## src/rtl/alu8_flags.sv

```systemverilog
module alu8_flags (
  input  logic [4:0] op,
  input  logic [7:0] a,
  input  logic [7:0] b,
  input  logic       c_in,
  input  logic       z_in,
  output logic [7:0] res,
  output logic       res_we,
  output logic [5:0] flags,
  output logic [5:0] flag_we
);
  localparam logic [4:0] OP_ADD = 5'd0,  OP_ADC = 5'd1,  OP_SUB = 5'd2,  OP_SBC = 5'd3;
  localparam logic [4:0] OP_CP  = 5'd4,  OP_CPC = 5'd5,  OP_AND = 5'd6,  OP_OR  = 5'd7;
  localparam logic [4:0] OP_XOR = 5'd8,  OP_COM = 5'd9,  OP_NEG = 5'd10, OP_INC = 5'd11;
  localparam logic [4:0] OP_DEC = 5'd12, OP_LSR = 5'd13, OP_ASR = 5'd14, OP_ROR = 5'd15;
  localparam logic [4:0] OP_ROL = 5'd16, OP_LSL = 5'd17, OP_SWP = 5'd18, OP_CBR = 5'd19;
  localparam logic [5:0] M_ALL = 6'h3F, M_ZNVS = 6'h1E, M_NOH = 6'h1F;

  logic       cy_use, bw_use, sticky;
  logic [8:0] sum9, dif9;
  logic [4:0] sum5, dif5;
  logic [7:0] y;
  logic       c, h, v, n, z;
  logic [5:0] m;
  logic       is_logic;

  assign cy_use = (op == OP_ADC) & c_in;
  assign sticky = (op == OP_SBC) | (op == OP_CPC);
  assign bw_use = sticky & c_in;
  assign sum9 = {1'b0, a} + {1'b0, b} + {8'd0, cy_use};
  assign sum5 = {1'b0, a[3:0]} + {1'b0, b[3:0]} + {4'd0, cy_use};
  assign dif9 = {1'b0, a} - {1'b0, b} - {8'd0, bw_use};
  assign dif5 = {1'b0, a[3:0]} - {1'b0, b[3:0]} - {4'd0, bw_use};
  assign is_logic = (op == OP_AND) | (op == OP_OR) | (op == OP_XOR) | (op == OP_CBR);

  always_comb begin
    y = a; c = 1'b0; h = 1'b0; v = 1'b0; m = 6'h00; res_we = 1'b1;
    case (op)
      OP_ADD, OP_ADC: begin
        y = sum9[7:0]; c = sum9[8]; h = sum5[4]; m = M_ALL;
        v = (a[7] == b[7]) & (sum9[7] != a[7]);
      end
      OP_SUB, OP_SBC, OP_CP, OP_CPC: begin
        y = dif9[7:0]; c = dif9[8]; h = dif5[4]; m = M_ALL;
        v = (a[7] != b[7]) & (dif9[7] != a[7]);
        res_we = (op == OP_SUB) | (op == OP_SBC);
      end
      OP_AND: begin y = a & b;  m = M_ZNVS; end
      OP_OR:  begin y = a | b;  m = M_ZNVS; end
      OP_XOR: begin y = a ^ b;  m = M_ZNVS; end
      OP_CBR: begin y = a & ~b; m = M_ZNVS; end
      OP_COM: begin y = ~a; c = 1'b1; m = M_NOH; end
      OP_NEG: begin
        y = 8'd0 - a; c = |a; h = |a[3:0]; v = (a == 8'h80); m = M_ALL;
      end
      OP_INC: begin y = a + 8'd1; v = (a == 8'h7F); m = M_ZNVS; end
      OP_DEC: begin y = a - 8'd1; v = (a == 8'h80); m = M_ZNVS; end
      OP_LSR: begin y = {1'b0, a[7:1]};   c = a[0]; v = c; m = M_NOH; end
      OP_ASR: begin y = {a[7], a[7:1]};   c = a[0]; v = a[7] ^ c; m = M_NOH; end
      OP_ROR: begin y = {c_in, a[7:1]};   c = a[0]; v = c_in ^ c; m = M_NOH; end
      OP_ROL: begin y = {a[6:0], c_in};   c = a[7]; v = a[6] ^ c; m = M_NOH; end
      OP_LSL: begin y = {a[6:0], 1'b0};   c = a[7]; v = a[6] ^ c; m = M_NOH; end
      OP_SWP: begin y = {a[3:0], a[7:4]}; end
      default: res_we = 1'b0;
    endcase
  end

  assign n = y[7];
  assign z = (y == 8'd0) & (~sticky | z_in);
  assign res = y;
  assign flag_we = m;
  assign flags = {h, n ^ v, v, n, z, c} & m;

  always_comb begin
    if (op == OP_CP || op == OP_CPC)
      a_r3_cmp_no_write: assert (!res_we) else $error("compare wrote result");
    if (op == OP_SWP)
      a_r9_swap_flags: assert (flag_we == 6'h00 && res_we) else $error("swap touched flags");
    if (is_logic)
      a_r4_keep_c_h: assert (!flag_we[0] && !flag_we[5] && !flags[3]) else $error("logic op C/H/V");
    if (flag_we[3])
      a_r10_sign_with_v: assert (flag_we[4]) else $error("V written without S");
    if (flag_we[1] && !sticky)
      a_r1_zero_matches: assert (flags[1] == (res == 8'd0)) else $error("Z mismatch");
    if (op > OP_CBR)
      a_r11_unused_idle: assert (!res_we && flag_we == 6'h00) else $error("unused code active");
  end
endmodule

```

## config.mk

```make
export PLATFORM = sky130hd
export DESIGN_NAME = alu8_flags
export DESIGN_NICKNAME = d
export VERILOG_FILES = /design/src/rtl/alu8_flags.sv
export SDC_FILE = /design/constraint.sdc
export NUM_CORES = 1
export LEC_CHECK = 0
export ABC_AREA = 1
export BUFFER_PORTS_ARGS = -buffer_cell sky130_fd_sc_hd__buf_2
export CORE_UTILIZATION = 50
export DETAILED_ROUTE_END_ITERATION = 6
export PLACE_DENSITY = 0.79
export SETUP_SLACK_MARGIN = 0.15
export SYNTH_ARGS = -nofsm -noshare
export SYNTH_HDL_FRONTEND = slang
export SYNTH_SLANG_ARGS = --single-unit
```

## constraint.sdc

```tcl
create_clock -name vclk -period 3.3
set_input_delay 0.33 -clock vclk [all_inputs]
set_output_delay 0.33 -clock vclk [all_outputs]
set_load 0.05 [all_outputs]
```

==> impl_metrics.tcl <==
set metrics [dict create \
    cp-end-kind "output port" \
    core_area_mm2 0.00603 \
    wl_per_cell_um 16.7 \
    clkbuf_count 0 \
    p_per_area_mw_per_mm2 184 \
    drt_first_pass_iters 6 \
    placed_area_mm2 0.00377 \
    final_hold_viol_count 0 \
    grt_pass1_vias 3794 \
    ant_nets 0 \
    cp.required_ns 2.97 \
    routed_wl_mm 12.4 \
    fill_cells 584 \
    die_y_um 81.8 \
    antenna_found_initial 0 \
    regArea_um2 0 \
    max_stage_delay_ns 0.54 \
    fin_area_mm2 0.00405 \
    fin_crit_ns 3.07 \
    grt.busiest_layer "met2" \
    timing.slew.headroom_pct 61.3 \
    ys_warn_count 0 \
    cpMostUsedCell "nor2_4" \
    grt_util_all_layers_pct 37.5 \
    tightest_slew_ns 0.579 \
    die-area_mm2 0.00668 \
    grt_max_degree 14 \
    startpoint "op[2]" \
    hpwl_mm 9.81 \
    fmax_mhz 326 \
    num_vias 4284 \
    status "complete, no violations" \
    met3_usage_pct 2.89 \
    std_cell_rows 28 \
    netlist-cell-type-count 35 \
    setup_viol 0 \
    grt_util_met2_pct 64.1 \
    diodes 0 \
    grt_pass1_wl_mm 18.9 \
    arrival_ns 2.74 \
    crit_path_top_delay_cell "fa_2" \
    final_layout_size_suffix_gt1_share_pct 29.5 \
    gr-total-overflow 0 \
    worstPathMaxFanout 3 \
    path_buf_inv 3 \
    via_per_inst 5.77 \
    p_leak_nw 2.27 \
    initial_core_util_pct 52.8 \
    fin_crit_sh_pct 93.1 \
    syn_area_per_cell_um2 5.37 \
    syn2layout_area_growth_pct 27.3 \
    grt_use_met1_pct 48.7 \
    min_path_type "in -> out" \
    drcViolationCount 0 \
    finalSetupTns_ns 0 \
    seq_cell_count 0 \
    crit_type "in -> out" \
    critPathTopFamily "simple AND/OR/NAND/NOR gates" \
    place.gp.congestion 0.993 \
    synth_nets 656 \
    numPortBuffers 44 \
    synth_area_mm2 0.00318 \
    irDropWorstVdd_v 0.000144 \
    startpoint_type "primary input" \
    drv_cap 0 \
    synthCells 592 \
    yosysSeqAreaShare_pct 0 \
    hold_path.startpoint "op[1]" \
    power_w 0.000743 \
    final_nets 734 \
    crit_chain "buf_12 -> inv_6 -> nor2_4 -> nand2_2 -> nand2_4 -> nand3_4 -> fa_2 -> ha_1 -> xor2_1 -> nand2_1 -> nand2_1 -> nor2_1 -> nand3_1 -> nor2_2 -> nand2_2 -> nor2_4 -> nand3_2 -> nor2_4 -> buf_8" \
    slew_violations 0 \
    fin_hold_ws_ns 1.23 \
    ios 44 \
    die_width_um 81.8 \
    rsz0062_at_grt "true" \
    first_iter_violations 457 \
]
-- layer usage --
layer	vias to the layer above	share of wire [%]
met5	-	0
met2	256	47
li1	2052	-
met1	1933	41
met3	43	8.8
met4	0	3.6
-- timing repair --
action,in CTS,in global routing
pin swaps,11,25
hold buffers,0,0
endpoints found under the setup margin,2,8
resized for setup,23,46
buffers inserted,2,4
-- Yosys cell counts --
library cell	instances	area [um2]
nand2_4	3	33.8
nand2_1	184	691
nand4_1	22	138
buf_4	3	22.5
a21oi_1	21	105
inv_4	2	12.5
o21ai_0	14	70.1
or2_2	4	25.0
o21ai_2	1	8.76
o21ai_1	7	35.0
nand3_1	72	360
nor2_4	2	22.5
inv_2	12	45.0
ha_1	36	450
o211ai_1	4	30.0
a31oi_1	1	6.26
fa_1	5	100
a21oi_2	1	8.76
o22ai_1	2	12.5
nand2_2	5	31.3
xnor2_1	2	17.5
clkbuf_1	1	3.75
buf_6	6	67.6
nor2_2	4	25.0
nor3_1	2	10.0
inv_1	79	297
o311ai_0	1	8.76
nor2_8	5	100
nand3b_1	4	30.0
buf_2	6	30.0
nand3_2	6	60.1
nand3_4	2	35.0
a21o_1	1	7.51
nor2_1	70	263
xor2_1	2	17.5
-- final timing paths --
kind | end | depth (start not counted) | slack [ns]
setup / recovery | flags[1] | 19 | 0.23
hold / removal | flag_we[5] | 5 | 1.23
-- logic make-up (layout without fill, tap and decap cells) --
group / Yosys count / after routing / share of synthesized area (%)
fa+ha+maj: 41 / 41 / 17.3
simple gates: 385 / 385 / 57.4
xor+xnor: 4 / 4 / 1.10
compound gates: 53 / 53 / 9.21
buf+inv: 109 / 185 / 15.0
-- cells in the final DEF (no fill, tap or decap), types with 13 or more instances in the layout --
cell type / n
nand2_1: 167
inv_1: 74
nand3_1: 63
nor2_1: 54
buf_4: 48
buf_2: 38
ha_1: 33
nand4_1: 22
nand2_2: 20
a21oi_1: 19
inv_2: 16
nor2_2: 13
-- stage by stage --
stage | setup slack, ns | instances | utilization [%]
after floorplan | 0.160 | 592 | -
after global placement | 0.0277 | 737 | 62.5
after global routing | 0.0839 | 743 | 67.2
final | 0.228 | 743 | 67.2
after CTS | 0.151 | 739 | 64.1
after detailed placement | -0.0105 | 737 | 62.5
-- power by group --
group | internal [W] | switching (W) | leakage (nW) | total (W)
clock | 0 | 0 | 0 | 0
combinational | 0.000246 | 0.000497 | 2.27 | 0.000743
sequential | 0 | 0 | 0 | 0
-- final cells by class --
cell class,count,area [um2],area share [%]
Multi-Input combinational cell,483,2960,73.1
Timing Repair Buffer,92,634,15.7
Inverter,93,359,8.87
Tap cell,75,93.8,2.32
(Power assumes the default switching activity.)
